===== config.mk =====
export PLATFORM = sky130hd
export DESIGN_NAME = pwm3_decoder
export DESIGN_NICKNAME = d
export VERILOG_FILES = /design/src/rtl/pwm3_pkg.sv /design/src/rtl/pwm3_level_map.sv /design/src/rtl/pwm3_holdoff_timer.sv /design/src/rtl/pwm3_cmd_state.sv /design/src/rtl/pwm3_decoder.sv
export SDC_FILE = /design/constraint.sdc
export NUM_CORES = 1
export LEC_CHECK = 0
export BUFFER_PORTS_ARGS = -buffer_cell sky130_fd_sc_hd__buf_4
export CAP_MARGIN = 25
export CORE_AREA = 8 8 45 47
export DETAILED_ROUTE_END_ITERATION = 16
export DIE_AREA = 0 0 53 55
export PLACE_DENSITY = 0.45
export SLEW_MARGIN = 30
export SYNTH_ARGS = -nofsm -noshare
export SYNTH_HDL_FRONTEND = slang
export SYNTH_HIERARCHICAL = 1
export SYNTH_SLANG_ARGS = --single-unit

===== constraint.sdc =====
create_clock -name clk -period 1.4 [get_ports clk]
set_clock_uncertainty 0.15 [all_clocks]
set_input_delay 0.28 -clock clk [delete_from_list [all_inputs] [get_ports clk]]
set_output_delay 0.28 -clock clk [all_outputs]
set_load 0.02 [all_outputs]

===== src/rtl/pwm3_pkg.sv =====
package pwm3_pkg;

   // comparator level codes
   localparam logic [1:0] LVL_LOW     = 2'b00;
   localparam logic [1:0] LVL_HIGH    = 2'b01;
   localparam logic [1:0] LVL_MID     = 2'b10;
   localparam logic [1:0] LVL_MID_ALT = 2'b11;

   // phase state held by the command register
   typedef enum logic [1:0] {
      PH_IDLE = 2'b00,
      PH_HS   = 2'b01,
      PH_LS   = 2'b10
   } phase_t;

   typedef struct packed {
      logic hs;
      logic ls;
   } phase_cmd_t;

   function automatic phase_cmd_t phase_to_cmd(input phase_t ph);
      phase_cmd_t c;
      c.hs = (ph == PH_HS);
      c.ls = (ph == PH_LS);
      return c;
   endfunction

endpackage


===== src/rtl/pwm3_level_map.sv =====
module pwm3_level_map
   import pwm3_pkg::*;
(
   input  logic [1:0] code_i,
   output logic       is_low_o,
   output logic       is_high_o,
   output logic       is_mid_o
);

   always_comb begin
      is_low_o  = 1'b0;
      is_high_o = 1'b0;
      is_mid_o  = 1'b0;
      unique case (code_i)
         LVL_LOW:     is_low_o  = 1'b1;
         LVL_HIGH:    is_high_o = 1'b1;
         LVL_MID,
         LVL_MID_ALT: is_mid_o  = 1'b1;
         default:     is_mid_o  = 1'b1;
      endcase
   end

endmodule


===== src/rtl/pwm3_holdoff_timer.sv =====
module pwm3_holdoff_timer #(
   parameter int HOLDOFF = 16
) (
   input  logic clk,
   input  logic rst_n,
   input  logic mid_i,
   output logic expire_o
);

   generate
      if (HOLDOFF < 1) begin : g_bad_holdoff
         $error("pwm3_holdoff_timer: HOLDOFF must be at least 1");
      end

      if (HOLDOFF == 1) begin : g_direct
         // a single mid sample is enough
         assign expire_o = mid_i;
      end else begin : g_count
         localparam int          CW   = $clog2(HOLDOFF);
         localparam logic [CW-1:0] LAST = CW'(HOLDOFF - 1);

         logic [CW-1:0] run_q;

         always_ff @(posedge clk) begin
            if (!rst_n) begin
               run_q <= '0;
            end else if (!mid_i) begin
               run_q <= '0;
            end else if (run_q != LAST) begin
               run_q <= run_q + 1'b1;
            end
         end

         // this sample completes HOLDOFF consecutive mid samples
         assign expire_o = mid_i && (run_q == LAST);
      end
   endgenerate

endmodule


===== src/rtl/pwm3_cmd_state.sv =====
module pwm3_cmd_state
   import pwm3_pkg::*;
(
   input  logic clk,
   input  logic rst_n,
   input  logic is_low_i,
   input  logic is_high_i,
   input  logic expire_i,
   output logic hs_o,
   output logic ls_o,
   output logic idle_o
);

   phase_t     ph_q, ph_d;
   phase_cmd_t cmd;

   always_comb begin
      ph_d = ph_q;
      if (is_high_i)      ph_d = PH_HS;
      else if (is_low_i)  ph_d = PH_LS;
      else if (expire_i)  ph_d = PH_IDLE;
   end

   always_ff @(posedge clk) begin
      if (!rst_n) ph_q <= PH_IDLE;
      else        ph_q <= ph_d;
   end

   assign cmd    = phase_to_cmd(ph_q);
   assign hs_o   = cmd.hs;
   assign ls_o   = cmd.ls;
   assign idle_o = (ph_q == PH_IDLE);

endmodule


===== src/rtl/pwm3_decoder.sv =====
module pwm3_decoder #(
   parameter int HOLDOFF = 16
) (
   input  logic       clk,
   input  logic       rst_n,
   input  logic [1:0] level_i,
   output logic       cmd_hs_o,
   output logic       cmd_ls_o,
   output logic       idle_o
);

   logic is_low, is_high, is_mid, expire;

   pwm3_level_map u_map (
      .code_i    (level_i),
      .is_low_o  (is_low),
      .is_high_o (is_high),
      .is_mid_o  (is_mid)
   );

   pwm3_holdoff_timer #(.HOLDOFF(HOLDOFF)) u_timer (
      .clk      (clk),
      .rst_n    (rst_n),
      .mid_i    (is_mid),
      .expire_o (expire)
   );

   pwm3_cmd_state u_state (
      .clk       (clk),
      .rst_n     (rst_n),
      .is_low_i  (is_low),
      .is_high_i (is_high),
      .expire_i  (expire),
      .hs_o      (cmd_hs_o),
      .ls_o      (cmd_ls_o),
      .idle_o    (idle_o)
   );

endmodule


==> results of run 1 <==
-- critical path, cell delays in order (launching register included) --
cell     delay, ps
dfxtp_2        340
and2b_2        220
buf_6          130
-- final timing paths --
path / to / slack, ps / cells after the start
max: cmd_hs_o / 40 / 2
min: u_state/ph_q[0] / 140 / 2
max reg2reg: u_state/ph_q[1] / 80 / 5
min reg2reg: u_timer/g_count.run_q[0] / 410 / 2
-- Yosys cell counts (2+ instances only) --
cell type,instances
nand3_1,2
nor2_1,3
nor2b_1,3
and2b_2,2
dfxtp_1,6
-- where the power goes --
group	total [mW]	internal, mW	switching [mW]
Sequential	0.183	0.179	0.00424
Combinational	0.0598	0.0315	0.0283
Clock	0.161	0.0971	0.0640
Total	0.404	0.307	0.0965
-- stage by stage --
stage	std cells	worst slack (ps)	util [%]	total power, mW
2_1_floorplan	34	12.7	-	0.215
3_3_place_gp	59	55.1	29.8	0.240
3_5_place_dp	59	17.5	29.8	0.243
4_1_cts	62	15.4	31.6	0.406
5_1_grt	62	0.693	32.5	0.431
6_report	62	42.6	32.5	0.404
-- logic make-up (layout without fill, tap and decap cells) --
family | count (synthesis) | count (layout)
adders and majority gates | 1 | 1
buffers and inverters | 2 | 14
DFF | 6 | 6
muxes | 1 | 1
and+or+nand+nor | 18 | 18
AOI/OAI and AO/OA | 6 | 6
-- sequential cells by signal, summed over array words and instances, names as in the netlist --
name,flops
u_timer/g_count.run_q,4
u_state/ph_q,2
-- area by class of cell --
type / instances / share of cell area [%]
multi-input cells: 26 / 43.5
flip-flops and latches: 6 / 27.9
inverters: 1 / 0.836
clock buffers: 3 / 5.01
well taps: 16 / 4.46
repair buffers: 10 / 18.4
-- layer usage --
metal	global-route usage (%)	share of wire [%]
met3	2.94	10
met5	0	0
met1	4.86	40
met2	9.18	48
met4	6.47	1.1
==> tab_implementation.tex, run 1 <==
\begin{tabular}{lr}
\hline
Metric & Value \\
\hline
\multicolumn{2}{l}{\textbf{Floorplanning}} \\
Site row count & 14 \\
Horiz. Die Dim & 53 microns \\
I/O pin total & 7 \\
Die boundary height & 55 microns \\
Die ar. & 2920 sq um \\
Core footprint & 1380 sq um \\
Initial Util & 23.0\% \\
\multicolumn{2}{l}{\textbf{Drt}} \\
Vias/cell & 4.71 \\
Number of detailed-route iterations in the first pass & 2 \\
Number of nets still failing antenna checks after routing & 0 \\
Total number of vias & 292 \\
Number of remaining DRC errors & 0 \\
DRC marker count from the first detailed-route iteration & 2 \\
Wire length per cell & 12.0 microns \\
Drt total wl & 743 microns \\
\multicolumn{2}{l}{\textbf{Global routing}} \\
Antenna violations before repair & 0 \\
Vias in the first global route & 296 \\
Global-route wire length before repair & 1170 microns \\
Pin count of the biggest net entering global routing & 7 \\
Total track usage & 5.73\% \\
Total grt overflow & 0 \\
\multicolumn{2}{l}{\textbf{Yosys}} \\
Synthesized area per cell & 9.35 sq um \\
Compound-Gate Fraction of Synth Area & 15.7\% \\
Adder-cell share of the synthesized area & 3.94\% \\
Number of different library cells in the post-synthesis netlist & 23 \\
Number of synthesized register bits & 6 \\
Synth top area share & 37.8\% \\
Multiplexer share of the synthesized area & 3.15\% \\
Number of enable flip-flop cells after synthesis & 0 \\
YS warnings & 6 \\
Most common flop cell mapped by yosys & dfxtp\_1 \\
Sequential fraction of the synthesis area & 37.8\% \\
Cell type with the largest total area after synthesis & dfxtp\_1 \\
Largest family of logic cells by synthesized area & simple AND/OR/NAND/NOR gates \\
Synth Instances & 34 \\
Most area-consuming cells after synthesis & dfxtp\_1 38\%, nor2b\_1 5.9\%, and2b\_2 5.5\% \\
XOR/XNOR Fraction of Synth Area & 0\% \\
Post-Synthesis Cell Area & 318 sq um \\
Share of async-settable or async-resettable flops after synthesis & 0\% \\
Net Count, Synth & 39 \\
Synthesized-area fraction occupied by and/or/nand/nor cells & 37.0\% \\
\multicolumn{2}{l}{\textbf{Timing}} \\
Setup repair after global routing missed its margin & no \\
Maximum frequency from static timing analysis & 737 MHz \\
Relative slew slack & 87.3\% \\
Number of endpoints with negative hold slack in the final report & 0 \\
Max-slew violation count & 0 \\
Final worst path period share & 97.0\% \\
Sum of negative setup slack & 0 ps \\
Worst-margin pin slew & 190 ps \\
Final setup violating endpoints & 0 \\
Min Hold Slack & 139 ps \\
Minimum period implied by the final worst setup slack & 1360 ps \\
\multicolumn{2}{l}{\textbf{Cells and area}} \\
Fraction of layout instances using a drive strength above 1 & 54.3\% \\
Filler Cell Count & 148 \\
Number of diodes added for antenna fixing & 0 \\
Register area & 125 sq um \\
Area growth from synthesis to layout & 41.3\% \\
Finished layout cell area & 449 sq um \\
Commonest non-fill, non-tap cells in the layout & 8 x buf\_4, 4 x dfxtp\_2, 3 x clkbuf\_4, 3 x nor2b\_1, 3 x nor2\_1 \\
Total number of nets in the final design & 53 \\
Most frequent standard cell in the layout excluding fill and tap cells & buf\_4 \\
Multi-input logic area & 195 sq um \\
\multicolumn{2}{l}{\textbf{Hold path}} \\
Hold path startpoint & rst\_n \\
HP Class & input port to register \\
\multicolumn{2}{l}{\textbf{Worst setup path}} \\
Maximum net fanout on the critical path & 4 \\
CP Launch Type & register \\
Required time worst endpoint & 970 ps \\
Data arrival, critical path & 930 ps \\
Class of the most critical setup path & register to output port \\
FF-to-FF Start & u\_timer/g\_count.run\_q[1] \\
CP startpoint & u\_state/ph\_q[1] \\
Crit path capture type & output port \\
\multicolumn{2}{l}{\textbf{Power}} \\
IR drop worst, VDD & 398 uV \\
Power density over the cells & 899 nW/um\^{}2 \\
Leakage Power & 0.204 nW \\
\multicolumn{2}{l}{\textbf{Clocking}} \\
Clock buffer count from CTS & 3 \\
CTS-repair resized insts & 2 \\
CTS root buf & clkbuf\_4 \\
Number of buffers added to fix hold violations after cts & 0 \\
Clock latency of the later-clocked register in the worst-skew pair & 250 ps \\
Deepest clock path buffer count & 2 \\
CTS H-tree depth & 1 \\
Number of setup buffers added after CTS & 0 \\
CTS sink cnt & 6 \\
Clock transition at the register clock pins on the worst setup and hold paths after CTS & 50 ps \\
CTS tree & built \\
\multicolumn{2}{l}{\textbf{Placed design}} \\
Post-DP HPWL & 589 microns \\
Area after detailed placement & 413 sq um \\
Routability congestion estimate from global placement & 0.687 \\
Port bufs & 6 \\
\multicolumn{2}{l}{\textbf{Flow run}} \\
Max-cap viol count & 0 \\
\multicolumn{2}{l}{\textbf{Outcome}} \\
Outcome & completed \\
\hline
\end{tabular}
Note: power is estimated with default switching activity, not from simulation.
==> run 2: changes to the inputs <==
--- a/constraint.sdc
+++ b/constraint.sdc
@@ -4,2 +4,2 @@
 set_output_delay 0.28 -clock clk [all_outputs]
-set_load 0.02 [all_outputs]
+set_load 0.1 [all_outputs]
==> tab_implementation.tex, run 2 (synthesized netlist as in run 1, its figures left out) <==
\begin{tabular}{lr}
\hline
Metric & Value \\
\hline
\multicolumn{2}{l}{\textbf{Timing}} \\
Max-slew violation count & 0 (unchanged) \\
Relative slew slack & 85.3\% (-2.0 points) \\
Maximum frequency from static timing analysis & 697 MHz (-5.4\%) \\
Number of endpoints with negative hold slack in the final report & 0 (unchanged) \\
Final worst path period share & 103\% (+5.6 points) \\
Final worst-path setup slack & -35.6 ps (-78.2 ps) \\
Minimum period implied by the final worst setup slack & 1440 ps (+78.2 ps) \\
Worst-margin pin slew & 220 ps (+30.1 ps) \\
Sum of negative setup slack & -67.9 ps (-67.9 ps) \\
Final setup violating endpoints & 2 (+2) \\
Setup repair after global routing missed its margin & yes \\
\multicolumn{2}{l}{\textbf{Worst setup path}} \\
CP startpoint & u\_state/ph\_q[0] \\
Crit path capture type & output port \\
Maximum net fanout on the critical path & 4 (unchanged) \\
Required time worst endpoint & 970 ps (about the same) \\
Slowest-stage cell, CP & dfxtp\_4 \\
CP Launch Type & register \\
CP peak stage delay & 360 ps (+20 ps) \\
Worst path bufs/invs & 1 (unchanged) \\
Class of the most critical setup path & register to output port \\
Worst setup slack for register-to-register paths & 40 ps (-40 ps) \\
FF-to-FF Start & u\_timer/g\_count.run\_q[0] \\
Data arrival, critical path & 1010 ps (+80 ps) \\
Cells traversed along the worst timing path & and2b\_2 -> buf\_12 \\
Worst path top cell family by delay & flip-flops \\
\multicolumn{2}{l}{\textbf{Hold path}} \\
HP Class & input port to register \\
Hold path startpoint & rst\_n \\
\multicolumn{2}{l}{\textbf{Floorplanning}} \\
Die boundary height & 55 microns (unchanged) \\
Core footprint & 1380 sq um (unchanged) \\
Horiz. Die Dim & 53 microns (unchanged) \\
Site row count & 14 (unchanged) \\
I/O pin total & 7 (unchanged) \\
Initial Util & 23.0\% (unchanged) \\
Die ar. & 2920 sq um (unchanged) \\
\multicolumn{2}{l}{\textbf{Cells and area}} \\
Fraction of layout instances using a drive strength above 1 & 53.3\% (-1.0 points) \\
Number of diodes added for antenna fixing & 0 (unchanged) \\
Leading registers by flop count & u\_timer/g\_count.run\_q (4), u\_state/ph\_q (2) \\
Largest Register & u\_timer/g\_count.run\_q \\
Area growth from synthesis to layout & 49.2\% \\
Commonest non-fill, non-tap cells in the layout & 6 x buf\_4, 3 x clkbuf\_4, 3 x nor2b\_1, 3 x dfxtp\_1 \\
Total number of nets in the final design & 52 (-1.9\%) \\
Most frequent standard cell in the layout excluding fill and tap cells & buf\_4 \\
Filler Cell Count & 146 (-1.4\%) \\
Largest register FFs & 4 (unchanged) \\
\multicolumn{2}{l}{\textbf{Clocking}} \\
Clock buffer count from CTS & 3 (unchanged) \\
Deepest clock path buffer count & 2 (unchanged) \\
Clock latency of the later-clocked register in the worst-skew pair & 240 ps (about the same) \\
CTS H-tree depth & 1 (unchanged) \\
CTS tree & built \\
Number of setup buffers added after CTS & 0 (unchanged) \\
CTS sink cnt & 6 (unchanged) \\
Clock transition at the register clock pins on the worst setup and hold paths after CTS & 50 ps (about the same) \\
CTS root buf & clkbuf\_4 \\
\multicolumn{2}{l}{\textbf{Power}} \\
Leakage Power & 0.207 nW (+1.7\%) \\
IR drop worst, VDD & 361 uV (-9.2\%) \\
Overall power & 450 uW (+11\%) \\
Power density over the cells & 949 nW/um\^{}2 (+5.6\%) \\
\multicolumn{2}{l}{\textbf{Placed design}} \\
Port bufs & 6 (unchanged) \\
Routability congestion estimate from global placement & 0.645 (-6.1\%) \\
\multicolumn{2}{l}{\textbf{Global routing}} \\
Vias in the first global route & 320 (+8.1\%) \\
Global-route wire length before repair & 1200 microns (+2.9\%) \\
Total track usage & 5.80\% (+0.061 points) \\
Antenna violations before repair & 0 (unchanged) \\
Pin count of the biggest net entering global routing & 8 (+1) \\
Total grt overflow & 0 (unchanged) \\
\multicolumn{2}{l}{\textbf{Drt}} \\
Number of remaining DRC errors & 0 (unchanged) \\
Number of detailed-route iterations in the first pass & 2 (unchanged) \\
Vias/cell & 4.74 (+0.60\%) \\
DRC marker count from the first detailed-route iteration & 4 (+2) \\
Drt total wl & 712 microns (-4.2\%) \\
Total number of vias & 289 (-1.0\%) \\
Number of nets still failing antenna checks after routing & 0 (unchanged) \\
Wire length per cell & 11.7 microns (-2.6\%) \\
\multicolumn{2}{l}{\textbf{Outcome}} \\
Outcome & complete, but fails checks \\
Failing checks & negative setup slack \\
\multicolumn{2}{l}{\textbf{Flow run}} \\
Max-cap viol count & 0 (unchanged) \\
\hline
\end{tabular}
==> run 2: cell count changes in the layout (fill, tap and decap cells not counted) <==
cell / before / now
nor2_4: 0 / 1
dfxtp_1: 2 / 3
buf_6: 2 / 1
dfxtp_2: 4 / 1
buf_12: 0 / 2
buf_4: 8 / 6
dfxtp_4: 0 / 2
nor2_1: 3 / 2
==> run 2: worst register-to-register path, stage by stage (launching register included) <==
cell and delay, ps:
dfxtp_4 360, ha_2 170, and3_4 190, and2_4 140, nor2b_1 40, o211a_1 190
==> run 2: final cells by class <==
class	count	area [sq um]	share of cell area [%]
Inverter	1	3.75	0.792
Multi-Input combinational cell	26	203	42.7
Tap cell	16	20.0	4.22
Timing Repair Buffer	9	96.3	20.3
Sequential cell	6	129	27.2
Clock buffer	3	22.5	4.75
==> run 2: where the power goes <==
group / internal [mW] / leakage, nW / switching [mW]
Clock: 0.0971 / 0.0138 / 0.0643
Sequential: 0.177 / 0.0507 / 0.00720
Combinational: 0.0396 / 0.143 / 0.0653
==> run 2: worst paths after layout <==
path                                                 end  cells after the start
worst max register to register           u_state/ph_q[1]                      5
worst min register to register  u_timer/g_count.run_q[0]                      2
worst max-delay path                            cmd_ls_o                      2
worst min-delay path                     u_state/ph_q[0]                      2
==> run 2: per-stage QoR <==
stage	instance area, sq um	util, %	cells	setup WS, ps	hold slack [ps]
3_3_place_gp	413	29.8	58	28.1	357
5_1_grt	474	34.3	61	-67.1	141
4_1_cts	463	33.5	61	-48.9	125
2_1_floorplan	329	-	34	12.7	248
6_report	474	34.3	61	-35.6	133
3_5_place_dp	413	29.8	58	13.7	368
==> run 2: timing repair <==
action                     in CTS  in global routing
resized for setup               9                  3
hold buffers                    0                  0
hold endpoints to repair        0                  0
setup endpoints to repair       3                  4
==> run 2: metal layers <==
layer / part of all wire [%] / wire length (microns) / vias up / GRT usage (%)
met5: 0 / 0 / - / 0
met4: 0 / 0 / 0 / 5.17
met3: 8.8 / 63 / 0 / 3.48
met2: 52 / 370 / 5 / 9.77
met1: 39 / 278 / 141 / 4.72
li1: - / - / 143 / -
==> run 3: changes to the inputs <==
- PLACE_DENSITY: 0.45 -> 0.44
- clock period: 1.4 -> 1.6 ns (I/O delays scaled with it)
==> tab_implementation.tex, run 3 (synthesized netlist as in run 1, its figures left out) <==
\begin{tabular}{lr}
\hline
Metric & Value \\
\hline
\multicolumn{2}{l}{\textbf{Drt}} \\
Drt total wl & 712 microns (unchanged) \\
Total number of vias & 283 (-2.1\%) \\
Number of detailed-route iterations in the first pass & 2 (unchanged) \\
DRC marker count from the first detailed-route iteration & 3 (-1) \\
Routed length on met2 & 344 microns (-7.0\%) \\
Number of remaining DRC errors & 0 (unchanged) \\
Wire length per cell & 12.1 microns (+3.4\%) \\
Met1 Routed Length & 275 microns (-1.1\%) \\
Vias/cell & 4.80 (+1.2\%) \\
Number of nets still failing antenna checks after routing & 0 (unchanged) \\
Met3 Wirelength & 91 microns (+44\%) \\
Highest routing layer actually used & met3 \\
\multicolumn{2}{l}{\textbf{Clocking}} \\
Number of setup buffers added after CTS & 0 (unchanged) \\
CTS H-tree depth & 1 (unchanged) \\
Clock latency of the later-clocked register in the worst-skew pair & 240 ps (about the same) \\
CTS root buf & clkbuf\_4 \\
Deepest clock path buffer count & 2 (unchanged) \\
CTS sink cnt & 6 (unchanged) \\
Clock transition at the register clock pins on the worst setup and hold paths after CTS & 50 ps (about the same) \\
Clock buffer count from CTS & 3 (unchanged) \\
CTS tree & built \\
\multicolumn{2}{l}{\textbf{Timing}} \\
Worst-margin pin slew & 280 ps (+60.1 ps) \\
Minimum period implied by the final worst setup slack & 1530 ps \\
Min Hold Slack & 169 ps (+36.3 ps) \\
Maximum frequency from static timing analysis & 652 MHz \\
Relative slew slack & 81.5\% (-3.8 points) \\
Final setup violating endpoints & 0 (-2) \\
Number of endpoints with negative hold slack in the final report & 0 (unchanged) \\
Final worst path period share & 95.8\% \\
Sum of negative setup slack & 0 ps (+67.9 ps) \\
Max-slew violation count & 0 (unchanged) \\
Setup repair after global routing missed its margin & no \\
\multicolumn{2}{l}{\textbf{Worst setup path}} \\
Required time worst endpoint & 1130 ps (+160 ps) \\
Class of the most critical setup path & register to output port \\
Data arrival, critical path & 1060 ps (+50 ps) \\
Crit path capture type & output port \\
Maximum net fanout on the critical path & 4 (unchanged) \\
CP Launch Type & register \\
Number of cell instances on the worst register-to-register path & 5 (unchanged) \\
\multicolumn{2}{l}{\textbf{Global routing}} \\
Total track usage & 5.96\% (+0.17 points) \\
Pin count of the biggest net entering global routing & 8 (unchanged) \\
Antenna violations before repair & 0 (unchanged) \\
Vias in the first global route & 303 (-5.3\%) \\
Global-route wire length before repair & 1190 microns (-0.58\%) \\
Total grt overflow & 0 (unchanged) \\
\multicolumn{2}{l}{\textbf{Hold path}} \\
Cell count of the worst hold path & 2 (unchanged) \\
HP Class & input port to register \\
\multicolumn{2}{l}{\textbf{Placed design}} \\
Area after detailed placement & 389 sq um (-5.8\%) \\
Port bufs & 6 (unchanged) \\
Routability congestion estimate from global placement & 0.622 (-3.5\%) \\
Post-DP HPWL & 578 microns \\
\multicolumn{2}{l}{\textbf{Outcome}} \\
Outcome & completed \\
\multicolumn{2}{l}{\textbf{Power}} \\
Power density over the cells & 922 nW/um\^{}2 (-2.9\%) \\
Leakage Power & 0.187 nW (-9.6\%) \\
IR drop worst, VDD & 327 uV (-9.6\%) \\
\multicolumn{2}{l}{\textbf{Floorplanning}} \\
Core footprint & 1380 sq um (unchanged) \\
Initial Util & 23.0\% (unchanged) \\
I/O pin total & 7 (unchanged) \\
Die boundary height & 55 microns (unchanged) \\
Die ar. & 2920 sq um (unchanged) \\
Horiz. Die Dim & 53 microns (unchanged) \\
Site row count & 14 (unchanged) \\
\multicolumn{2}{l}{\textbf{Cells and area}} \\
Fraction of layout instances using a drive strength above 1 & 39.5\% (-14 points) \\
Commonest non-fill, non-tap cells in the layout & 6 x buf\_4, 6 x dfxtp\_1, 3 x clkbuf\_4, 3 x nor2b\_1 \\
Leading registers by flop count & u\_timer/g\_count.run\_q (4), u\_state/ph\_q (2) \\
Area growth from synthesis to layout & 30.7\% \\
Filler Cell Count & 155 (+6.2\%) \\
Largest Register & u\_timer/g\_count.run\_q \\
Largest register FFs & 4 (unchanged) \\
Finished layout cell area & 415 sq um (-12\%) \\
Total number of nets in the final design & 50 (-3.8\%) \\
Fin util & 30.0\% (-4.2 points) \\
Number of diodes added for antenna fixing & 0 (unchanged) \\
\multicolumn{2}{l}{\textbf{Flow run}} \\
Max-cap viol count & 0 (unchanged) \\
\hline
\end{tabular}
-- run 3: what timing repair did --
action / in CTS / in global routing
setup endpoints to repair: 0 / 1
gates resized for setup: 0 / 1
hold buffers: 0 / 0
-- run 3: final timing paths --
check	slack, ps	from	end
min	170	rst_n	u_state/ph_q[0]
max reg2reg	150	u_timer/g_count.run_q[0]	u_state/ph_q[1]
min reg2reg	380	u_timer/g_count.run_q[1]	u_timer/g_count.run_q[1]
max	70	u_state/ph_q[0]	cmd_ls_o
-- run 3: final cells by class --
cell class,instances,area (sq um),area share [%]
tap,16,20.0,4.82
clock buffer,3,22.5,5.42
sequential,6,120,28.9
multi-input combinational,26,193,46.4
timing repair buffer,7,56.3,13.6
inverter,1,3.75,0.904
-- run 3: worst max-delay path, stage by stage (launching register included) --
cell and delay, ps:
dfxtp_1 360, and2b_2 230, buf_4 230
-- run 3: stage by stage --
stage,power (mW),std cells,setup slack [ps]
2_1_floorplan,0.222,34,16.0
3_3_place_gp,0.240,56,212
3_5_place_dp,0.242,56,142
4_1_cts,0.393,59,50.9
5_1_grt,0.414,59,16.8
6_report,0.383,59,67.1
-- run 3: metal layers --
layer	track usage [%]	vias up
met4	5.17	0
met2	9.96	7
met1	4.57	135
li1	-	141
met3	4.28	0
met5	0	-
-- run 3: where the power goes --
group          internal, mW  leakage, nW  total, mW  switching (mW)
sequential            0.155       0.0490      0.161         0.00595
combinational        0.0244        0.125     0.0790          0.0546
clock                0.0851       0.0138      0.143          0.0576
total                 0.265        0.187      0.383           0.118
